**config.mk**
```make
export PLATFORM = sky130hd
export DESIGN_NAME = rtc_nibble_bus
export DESIGN_NICKNAME = d
export VERILOG_FILES = /design/src/rtl/rtc_bus_pkg.sv /design/src/rtl/rtc_hold_seq.sv /design/src/rtl/rtc_digit_file.sv /design/src/rtl/rtc_ctrl_regs.sv /design/src/rtl/rtc_nibble_bus.sv
export SDC_FILE = /design/constraint.sdc
export NUM_CORES = 1
export LEC_CHECK = 0
export ABC_AREA = 1
export BUFFER_PORTS_ARGS = -buffer_cell sky130_fd_sc_hd__buf_4
export CAP_MARGIN = 20
export CORE_ASPECT_RATIO = 1.25
export CORE_UTILIZATION = 40
export DETAILED_ROUTE_END_ITERATION = 7
export PLACE_DENSITY = 0.67
export SETUP_SLACK_MARGIN = 0.4
export SYNTH_ARGS = -nofsm -noshare
export SYNTH_HDL_FRONTEND = slang
export SYNTH_SLANG_ARGS = --single-unit
export TNS_END_PERCENT = 100
```
**constraint.sdc**
```tcl
create_clock -name clk -period 1.8 [get_ports clk]
set_clock_uncertainty 0.1 [all_clocks]
set_input_delay 0.18 -clock clk [delete_from_list [all_inputs] [get_ports clk]]
set_output_delay 0.18 -clock clk [all_outputs]
set_load 0.02 [all_outputs]
```
**src/rtl/rtc_bus_pkg.sv**
```systemverilog
`timescale 1ns/1ps
package rtc_bus_pkg;
  localparam int AW = 4;
  localparam int DW = 4;
  localparam logic [AW-1:0] ADR_STAT = 4'hD;
  localparam logic [AW-1:0] ADR_MODE = 4'hE;
  localparam logic [AW-1:0] ADR_CONF = 4'hF;
  localparam int BIT_ADJ  = 3;
  localparam int BIT_IRQ  = 2;
  localparam int BIT_BUSY = 1;
  localparam int BIT_HOLD = 0;
  localparam int BIT_SRST = 0;

  function automatic logic is_digit(input logic [AW-1:0] a, input int ndig);
    return int'(a) < ndig;
  endfunction

  function automatic logic busy_flag(input logic hold, input logic inc_busy);
    return !hold || inc_busy;
  endfunction
endpackage

```
**src/rtl/rtc_hold_seq.sv**
```systemverilog
`timescale 1ns/1ps
module rtc_hold_seq #(
  parameter int INC_CYC = 3
) (
  input  logic clk,
  input  logic rst_n,
  input  logic cs,
  input  logic tick,
  input  logic hold_wr,
  input  logic hold_val,
  output logic hold_q,
  output logic pend_q,
  output logic inc_busy,
  output logic commit,
  output logic busy_rd
);
  import rtc_bus_pkg::*;
  localparam int CW = (INC_CYC < 2) ? 1 : $clog2(INC_CYC);

  logic [CW-1:0] cnt_q;
  logic start;
  logic defer;

  assign commit  = inc_busy && (cnt_q == '0);
  assign start   = (tick || pend_q) && !hold_q && !inc_busy;
  assign defer   = tick && hold_q && !inc_busy;
  assign busy_rd = busy_flag(hold_q, inc_busy);

  always_ff @(posedge clk or negedge rst_n) begin
    if (!rst_n) begin
      hold_q   <= 1'b0;
      pend_q   <= 1'b0;
      inc_busy <= 1'b0;
      cnt_q    <= '0;
    end else begin
      if (!cs)          hold_q <= 1'b0;
      else if (hold_wr) hold_q <= hold_val;

      if (start)      pend_q <= 1'b0;
      else if (defer) pend_q <= 1'b1;

      if (start) begin
        inc_busy <= 1'b1;
        cnt_q    <= CW'(INC_CYC - 1);
      end else if (commit) begin
        inc_busy <= 1'b0;
      end else if (inc_busy) begin
        cnt_q <= cnt_q - 1'b1;
      end
    end
  end


  single_defer_chk: assert property (@(posedge clk) disable iff (!rst_n)
    (pend_q && hold_q && cs && !hold_wr) |=> pend_q);

  release_start_chk: assert property (@(posedge clk) disable iff (!rst_n)
    (pend_q && !hold_q && !inc_busy) |=> (inc_busy && !pend_q));

  window_end_chk: assert property (@(posedge clk) disable iff (!rst_n)
    commit |=> !inc_busy);

  tick_drop_chk: assert property (@(posedge clk) disable iff (!rst_n)
    (tick && inc_busy && !commit) |=> (inc_busy && $stable(pend_q)));
endmodule

```
**src/rtl/rtc_digit_file.sv**
```systemverilog
`timescale 1ns/1ps
module rtc_digit_file #(
  parameter int NDIG = 13,
  parameter int DW   = 4
) (
  input  logic                 clk,
  input  logic                 rst_n,
  input  logic                 load,
  input  logic [NDIG*DW-1:0]   nxt,
  input  logic                 wr,
  input  logic [3:0]           wr_idx,
  input  logic [DW-1:0]        wdata,
  output logic [NDIG*DW-1:0]   flat
);
  logic [DW-1:0] dig_q [NDIG];

  for (genvar i = 0; i < NDIG; i++) begin : g_dig
    always_ff @(posedge clk or negedge rst_n) begin
      if (!rst_n)                          dig_q[i] <= '0;
      else if (load)                       dig_q[i] <= nxt[i*DW +: DW];
      else if (wr && (wr_idx == 4'(i)))    dig_q[i] <= wdata;
    end
    assign flat[i*DW +: DW] = dig_q[i];
  end


  no_load_write_clash_chk: assert property (@(posedge clk) disable iff (!rst_n)
    !(load && wr));
endmodule

```
**src/rtl/rtc_ctrl_regs.sv**
```systemverilog
`timescale 1ns/1ps
module rtc_ctrl_regs #(
  parameter int DW = 4
) (
  input  logic          clk,
  input  logic          rst_n,
  input  logic          cs,
  input  logic          wr_stat,
  input  logic          wr_mode,
  input  logic          wr_conf,
  input  logic [DW-1:0] wdata,
  output logic          adj_q,
  output logic          irq_q,
  output logic [DW-1:0] mode_q,
  output logic [DW-1:0] conf_q
);
  import rtc_bus_pkg::*;

  always_ff @(posedge clk or negedge rst_n) begin
    if (!rst_n) begin
      adj_q  <= 1'b0;
      irq_q  <= 1'b0;
      mode_q <= '0;
      conf_q <= '0;
    end else begin
      if (wr_stat) begin
        adj_q <= wdata[BIT_ADJ];
        irq_q <= wdata[BIT_IRQ];
      end
      if (wr_mode) mode_q <= wdata;
      if (wr_conf) conf_q <= wdata;
      if (!cs)     conf_q[BIT_SRST] <= 1'b0;
    end
  end


  conf_write_chk: assert property (@(posedge clk) disable iff (!rst_n)
    (wr_conf && cs) |=> (conf_q == $past(wdata)));
endmodule

```
**src/rtl/rtc_nibble_bus.sv**
```systemverilog
`timescale 1ns/1ps
module rtc_nibble_bus #(
  parameter int NDIG    = 13,
  parameter int INC_CYC = 3
) (
  input  logic                                   clk,
  input  logic                                   rst_n,
  input  logic                                   cs,
  input  logic                                   rd_en,
  input  logic                                   wr_en,
  input  logic [rtc_bus_pkg::AW-1:0]             addr,
  input  logic [rtc_bus_pkg::DW-1:0]             wdata,
  output logic [rtc_bus_pkg::DW-1:0]             rdata,
  output logic                                   rdata_oe,
  input  logic                                   sec_tick,
  input  logic [NDIG*rtc_bus_pkg::DW-1:0]        nxt_digits,
  output logic [NDIG*rtc_bus_pkg::DW-1:0]        digits,
  output logic                                   adj30,
  output logic                                   irq_flag,
  output logic [rtc_bus_pkg::DW-1:0]             cfg_e,
  output logic [rtc_bus_pkg::DW-1:0]             cfg_f
);
  import rtc_bus_pkg::*;

  logic bus_wr;
  logic wr_digit;
  logic wr_stat, wr_mode, wr_conf;
  logic hold_q, pend_q, inc_busy, commit, busy_rd;

  assign bus_wr   = cs && wr_en;
  assign wr_digit = bus_wr && is_digit(addr, NDIG) && !busy_rd;
  assign wr_stat  = bus_wr && (addr == ADR_STAT);
  assign wr_mode  = bus_wr && (addr == ADR_MODE);
  assign wr_conf  = bus_wr && (addr == ADR_CONF);

  rtc_hold_seq #(.INC_CYC(INC_CYC)) u_seq (
    .clk(clk), .rst_n(rst_n), .cs(cs), .tick(sec_tick),
    .hold_wr(wr_stat), .hold_val(wdata[BIT_HOLD]),
    .hold_q(hold_q), .pend_q(pend_q), .inc_busy(inc_busy),
    .commit(commit), .busy_rd(busy_rd)
  );

  rtc_digit_file #(.NDIG(NDIG), .DW(DW)) u_dig (
    .clk(clk), .rst_n(rst_n), .load(commit), .nxt(nxt_digits),
    .wr(wr_digit), .wr_idx(addr), .wdata(wdata), .flat(digits)
  );

  rtc_ctrl_regs #(.DW(DW)) u_ctl (
    .clk(clk), .rst_n(rst_n), .cs(cs),
    .wr_stat(wr_stat), .wr_mode(wr_mode), .wr_conf(wr_conf), .wdata(wdata),
    .adj_q(adj30), .irq_q(irq_flag), .mode_q(cfg_e), .conf_q(cfg_f)
  );

  always_comb begin
    rdata = '0;
    for (int i = 0; i < NDIG; i++)
      if (addr == AW'(i)) rdata = digits[i*DW +: DW];
    case (addr)
      ADR_STAT: begin
        rdata[BIT_ADJ]  = adj30;
        rdata[BIT_IRQ]  = irq_flag;
        rdata[BIT_BUSY] = busy_rd;
        rdata[BIT_HOLD] = hold_q;
      end
      ADR_MODE: rdata = cfg_e;
      ADR_CONF: rdata = cfg_f;
      default: ;
    endcase
  end

  assign rdata_oe = cs && rd_en;


  cs_clear_chk: assert property (@(posedge clk) disable iff (!rst_n)
    !cs |=> (!hold_q && !cfg_f[BIT_SRST]));

  busy_write_block_chk: assert property (@(posedge clk) disable iff (!rst_n)
    (bus_wr && is_digit(addr, NDIG) && busy_rd && !commit) |=> $stable(digits));

  hold_follow_chk: assert property (@(posedge clk) disable iff (!rst_n)
    (wr_stat && cs) |=> (hold_q == $past(wdata[BIT_HOLD])));

  window_open_chk: assert property (@(posedge clk) disable iff (!rst_n)
    $rose(inc_busy) |-> ($past(sec_tick) || $past(pend_q)));
endmodule

```
== Word-level counts from Yosys, hierarchy flattened ==
Index checks and enable logic that the tools add are counted.

* Flip-flop bits (word level): 67
* Input port bits: 66
* Output and inout port bits: 67
* Logic and storage cells: 142

* Add/sub/neg operators: 1
* Magnitude comparators: 1
* Eq/ne operators: 18
* Muxes and demuxes: 51
* Reduce and logical (&&, ||, !) cells: 49

{| class="wikitable"
|+ Operator list
! kind !! count
|-
| $mux W4 || 39
|-
| $eq A4 B4 Y1 const B || 8
|-
| $reduce_bool A2 Y1 || 16
|-
| $logic_and A1 B1 Y1 || 25
|-
| $eq A4 B3 Y1 const B || 4
|-
| $pmux W4 S3 || 1
|-
| $eq A4 B2 Y1 const B || 2
|-
| $mux W1 || 8
|-
| $mux W2 || 3
|-
| $ne A2 B1 Y1 const B || 3
|-
| $eq A4 B1 Y1 const B || 1
|-
| $logic_not A4 Y1 || 1
|-
| $lt A4 B4 Y1 const B || 1
|-
| $logic_not A1 Y1 || 3
|-
| $logic_not A2 Y1 || 1
|-
| $logic_or A1 B1 Y1 || 2
|-
| $reduce_and A2 Y1 || 1
|-
| $sub A2 B1 Y2 const B || 1
|}

== Depth between registers and ports, before layout ==
* Depth in word-level cells: 15
* Mapped depth: 11
* Gate-level depth less buffers: 11

== Hierarchy ==
Synthesis repeated with hierarchy kept, for this count alone.

* Cell total of the unflattened synthesis: 602
* Area, all modules: 3950.0 um^2

{| class="wikitable"
|+ Modules (own cells, without submodules)
! module !! instances !! cells an instance !! area each (um^2) !! seq. area each (um^2)
|-
| rtc_digit_file || 1 || 378 || 2666.3 || 1301.2
|-
| rtc_nibble_bus || 1 || 150 || 649.4 || 0.0
|-
| rtc_ctrl_regs || 1 || 41 || 381.6 || 250.2
|-
| rtc_hold_seq || 1 || 33 || 252.7 || 125.1
|}

== Worst setup path before layout ==
OpenSTA, ideal clock, no wires.

* Path kind: reg2reg
* Start: register u_seq.cnt_q[0]
* End: register u_dig.dig_q (netlist bit u_dig.flat[11])
* Library setup time: 0.130 ns
* Arrival time: 1.342 ns
* Data required time: 1.570 ns
* Path slack: 0.228 ns
* Cell stages (with the launch flop): 9
* Buffers on the path: 2
* Clock period less this slack: 1.572 ns
* Cells stage by stage: dfrtp_1 > inv_1 > ha_1 > nand2_1 > inv_1 > buf_2 > clkbuf_1 > a22oi_1 > o21ai_0

* Word-level cells in the longest chain between the ends: 3
* Elaborated cells between the ends (all ways): 4
* Those cells by class: mux (1); reduce/logical (3)

{| class="wikitable"
|+ Ends and longest elaborated chain
! item !! RTL line !! source
|-
| start: declaration || rtc_hold_seq.sv:20 || <nowiki>logic [CW-1:0] cnt_q;</nowiki>
|-
| start signal: assignment || rtc_hold_seq.sv:44 || <nowiki>cnt_q <= CW'(INC_CYC - 1);</nowiki>
|-
| start signal: assignment || rtc_hold_seq.sv:48 || <nowiki>cnt_q <= cnt_q - 1'b1;</nowiki>
|-
| $logic_not A2 Y1 (*) || rtc_hold_seq.sv:24 || <nowiki>assign commit = inc_busy && (cnt_q == '0);</nowiki>
|-
| $logic_and A1 B1 Y1 (*) || rtc_hold_seq.sv:24 ||
|-
| $mux W4 / $reduce_bool A2 Y1 (equally long branches) || n/a ||
|-
| end signal: indexed assignment || rtc_digit_file.sv:20 || <nowiki>else if (load) dig_q[i] <= nxt[i*DW +: DW];</nowiki>
|-
| end signal: indexed assignment || rtc_digit_file.sv:21 || <nowiki>else if (wr && (wr_idx == 4'(i))) dig_q[i] <= wdata;</nowiki>
|-
| end: declaration || rtc_digit_file.sv:15 || <nowiki>logic [DW-1:0] dig_q [NDIG];</nowiki>
|}

Every way passes the cells marked *; elsewhere a longest branch is shown, timed or not.
A chain may end at the register's enable or synchronous reset.

== Worst setup path after layout ==
* Start: input addr[1] (netlist bit)
* End: output rdata[2] (netlist bit)

* Word-level cells in the longest chain between the ends: 15
* Elaborated cells between the ends (all ways): 30
* Those cells by class: eq/ne (15); mux (14); reduce/logical (1)

{| class="wikitable"
|+ Ends and longest elaborated chain
! item !! RTL line !! source
|-
| start: declaration || rtc_nibble_bus.sv:11 || <nowiki>input logic [rtc_bus_pkg::AW-1:0] addr,</nowiki>
|-
| $logic_not A4 Y1 || rtc_nibble_bus.sv:57 || <nowiki>if (addr == AW'(i)) rdata = digits[i*DW +: DW];</nowiki>
|-
| $mux W4 (13 in series) || rtc_nibble_bus.sv:57 ||
|-
| $pmux W4 S3 (*) || rtc_nibble_bus.sv:58 || <nowiki>case (addr)</nowiki>
|-
| end: declaration || rtc_nibble_bus.sv:13 || <nowiki>output logic [rtc_bus_pkg::DW-1:0] rdata,</nowiki>
|}

Marks and branches as above.

==> metrics.yaml <==
synthesis:
  synth_seq_cells: 67
  synthCells: 469
  yosys_warnings: 0
  syn_area_per_cell_sq_um: 7.497
  mappedNetlistNets: 536
  synth.cell_area_sq_um: 3516
  yosys.cell_types.count: 22
  seq_area_frac_synth: 0.4769
hold_path:
  tightest_hold_check_type: "input pin to flip-flop"
timing:
  rsz0062_at_grt: "yes"
  final.period_utilization: 1.130
  finalWorstSetupSlack_ns: -0.2335
  final_period_minus_worst_setup_slack_ns: 2.034
  max_clock_freq_mhz: 491.8
  slew_margin_rel: 0.6149
  final-max-slew-violation-count: 0
  tns_ns: -0.7149
  worst_slew_pin_slew_ns: 0.5756
  setup-violations-final: 4
  final-hold-violation-count: 0
setup_path:
  flop2flop_setup_slack_ns: 0.05
  startpoint_kind_of_the_worst_setup_timing_path: "input pin"
  worst-setup-path-type: "input pin to output port"
  data_required_time_at_the_worst_endpoint_ns: 1.52
  startpoint_of_the_lowest_slack_register_to_register_path: "u_seq.hold_q$_DFFE_PN0P_"
  worst-path-max-fanout: 5
  worstSetupEndpoint: "rdata[2]"
  critical_path.endpoint_type: "output port"
  worst_setup_path_startpoint: "addr[1]"
  crit_arrival_ns: 1.75
  regToRegEndpoint: "u_dig.flat[29]$_DFFE_PN0P_"
  r2r_cells: 11
drt:
  antenna_left: 0
  routed_wl_um: 14300
  drc: 0
  number_of_vias_in_the_routed_layout: 4378
  wl_per_cell_um: 17.06
  initialDrtViolationCount: 265
  drt-pass1-iter-count: 4
  viasPerCell: 5.224
floorplanning:
  die_area_sq_um: 9171
  die_width_um: 85.86
  die_y_um: 106.8
  std_cell_rows: 37
  design.core.area_sq_um: 8379
  initial_core_util: 0.4196
  boundaryPins: 133
clock_network:
  tritoncts: "done"
  clockRootBuffer: "clkbuf_8"
  max-clock-path-buffers: 2
  insertion_delay_ns: 0.36
  cts.sink_count: 67
  cts_inserted_buffers: 9
  ctsHtreeMaxLevel: 3
  clk_pin_slew_ns: 0.07
global_route:
  global_route.overflow_total: 0
  antenna_violations_before_repair: 0
  first_global_vias: 4409
  grt_first_pass_wirelength_um: 21780
  grt_util_all_layers: 0.3172
  grt_max_degree: 23
place:
  dpl.hpwl_um: 9369
  io_buffer_count: 132
  worst_setup_slack_after_placement_ns: -0.06915
  globalplace.congestion: 0.9758
status:
  failed_checks: "setup timing"
  run_status: "finished, violations left"
power:
  vdd.ir_drop.worst_mv: 0.8477
  power_dens_cells_nw_per_um2: 1446
  post-layout-total-power_mw: 9.165
  leakage_nw: 3.087
finish:
  n_antenna_cell: 0
  ff_latch_area_sq_um: 1688
  mostFrequentLayoutCell: "buf_4"
  most_used_cells_in_the_layout_excluding_fill_and_tap_cells: "167 x buf_4, 146 x nand2_1, 58 x dfrtp_1"
  multi_input_logic_area_sq_um: 1971
  number_of_inserted_filler_cells_in_the_final_layout: 635
  flow.area_growth_from_synthesis_pct: 80.32
  layout-drive-gt1-share: 0.4258
  nets: 783
job:
  timing.max_cap.violations: 0
-- per-stage QoR --
step / cell area, sq um / hold slack [ns] / cells / util
CTS: 6053 / 0.002107 / 826 / 0.7224
floorplan: 3576 / -0.2156 / 469 / -
global route: 6340 / 0.03142 / 838 / 0.7566
detailed placement: 4890 / -0.009841 / 737 / 0.5835
global placement: 4890 / -0.01720 / 737 / 0.5835
finish: 6340 / 0.002553 / 838 / 0.7566
-- final cells by class --
| cell class | count | area share |
|---|---|---|
| Timing Repair Buffer | 242 | 0.3320 |
| Multi-Input combinational cell | 344 | 0.3108 |
| Sequential cell | 67 | 0.2662 |
| Inverter | 49 | 0.03493 |
| Clock buffer | 11 | 0.02388 |
| Tap cell | 117 | 0.02309 |
| Timing Repair inverter | 3 | 0.004737 |
| Clock inverter | 5 | 0.004342 |
-- state kept, by name, summed over array words and instances, names as in the netlist --
signal,cells
u_ctl.adj_q,1
u_ctl.irq_q,1
u_seq.inc_busy,1
u_dig.flat,52
u_seq.hold_q,1
u_seq.cnt_q,2
u_ctl.conf_q,4
u_seq.pend_q,1
u_ctl.mode_q,4
-- where the power goes --
| group | switching (mW) | internal, mW | leakage (nW) |
|---|---|---|---|
| Combinational | 2.82 | 2.33 | 2.18 |
| Sequential | 0.645 | 2.21 | 0.815 |
| Clock | 0.603 | 0.565 | 0.0949 |
-- synthesized netlist by cell type --
cell type | n | share of area
ha_1 | 1 | 0.0036
clkinv_2 | 1 | 0.0014
a22oi_1 | 7 | 0.015
or2_2 | 2 | 0.0036
clkbuf_1 | 5 | 0.0053
nand4_1 | 9 | 0.016
clkinv_1 | 1 | 0.0011
inv_2 | 2 | 0.0021
nand2_1 | 186 | 0.20
buf_1 | 2 | 0.0021
a21oi_1 | 6 | 0.0085
nand3_1 | 17 | 0.024
inv_1 | 45 | 0.048
a22o_1 | 2 | 0.0050
nor2_1 | 43 | 0.046
o21ai_2 | 2 | 0.0050
nor2_2 | 2 | 0.0036
o21ai_0 | 18 | 0.026
a221oi_1 | 3 | 0.0075
o211ai_1 | 46 | 0.098
buf_2 | 2 | 0.0028
dfrtp_1 | 67 | 0.48
-- metal layers --
layer / global-route usage / wire length (um) / part of all wire / up-vias
met4: 0.1512 / 567 / 0.040 / 0
met2: 0.5629 / 7399 / 0.52 / 182
met1: 0.3667 / 5528 / 0.39 / 2092
met5: 0 / 0 / 0 / -
li1: - / - / - / 2055
met3: 0.05774 / 805 / 0.056 / 49
-- worst min path at each step --
stage	from	endpoint	cells after the start
floorplan	rst_n	u_ctl.adj_q$_DFFE_PN0P_	0
global placement	rst_n	u_dig.flat[38]$_DFFE_PN0P_	1
detailed placement	rst_n	u_dig.flat[38]$_DFFE_PN0P_	1
CTS	cs	u_seq.hold_q$_DFFE_PN0P_	3
global route	cs	u_seq.hold_q$_DFFE_PN0P_	3
finish	cs	u_seq.hold_q$_DFFE_PN0P_	3
-- cell families (layout without fill, tap and decap cells) --
kind of cell    count (synthesis)  in the layout  synth area share
buf+inv                        58            310           0.06299
fa+ha+maj                       1              1          0.003558
compound gates                 84             84            0.1648
flops                          67             67            0.4769
simple gates                  259            259            0.2918
-- what timing repair did --
| item | CTS | global route |
|---|---|---|
| hold buffers | 55 | 0 |
| pin swaps | 8 | 22 |
| endpoints found under the setup margin | 56 | 56 |
| buffers inserted | 13 | 12 |
| endpoints found under the hold margin | 121 | 0 |
| gates resized for setup | 64 | 63 |
| gates cloned | 5 | 0 |
-- worst max-delay path, stage by stage --
cell	delay [ns]
buf_4	0.13
inv_1	0.09
nand2_1	0.19
nor2_1	0.38
nand2_1	0.09
nand2_1	0.09
nor2_1	0.05
nand4_1	0.08
nand2_1	0.09
nand4_1	0.11
nor2_1	0.05
nand3_1	0.09
buf_6	0.13
No activity file was read; power rests on OpenSTA's default activity.
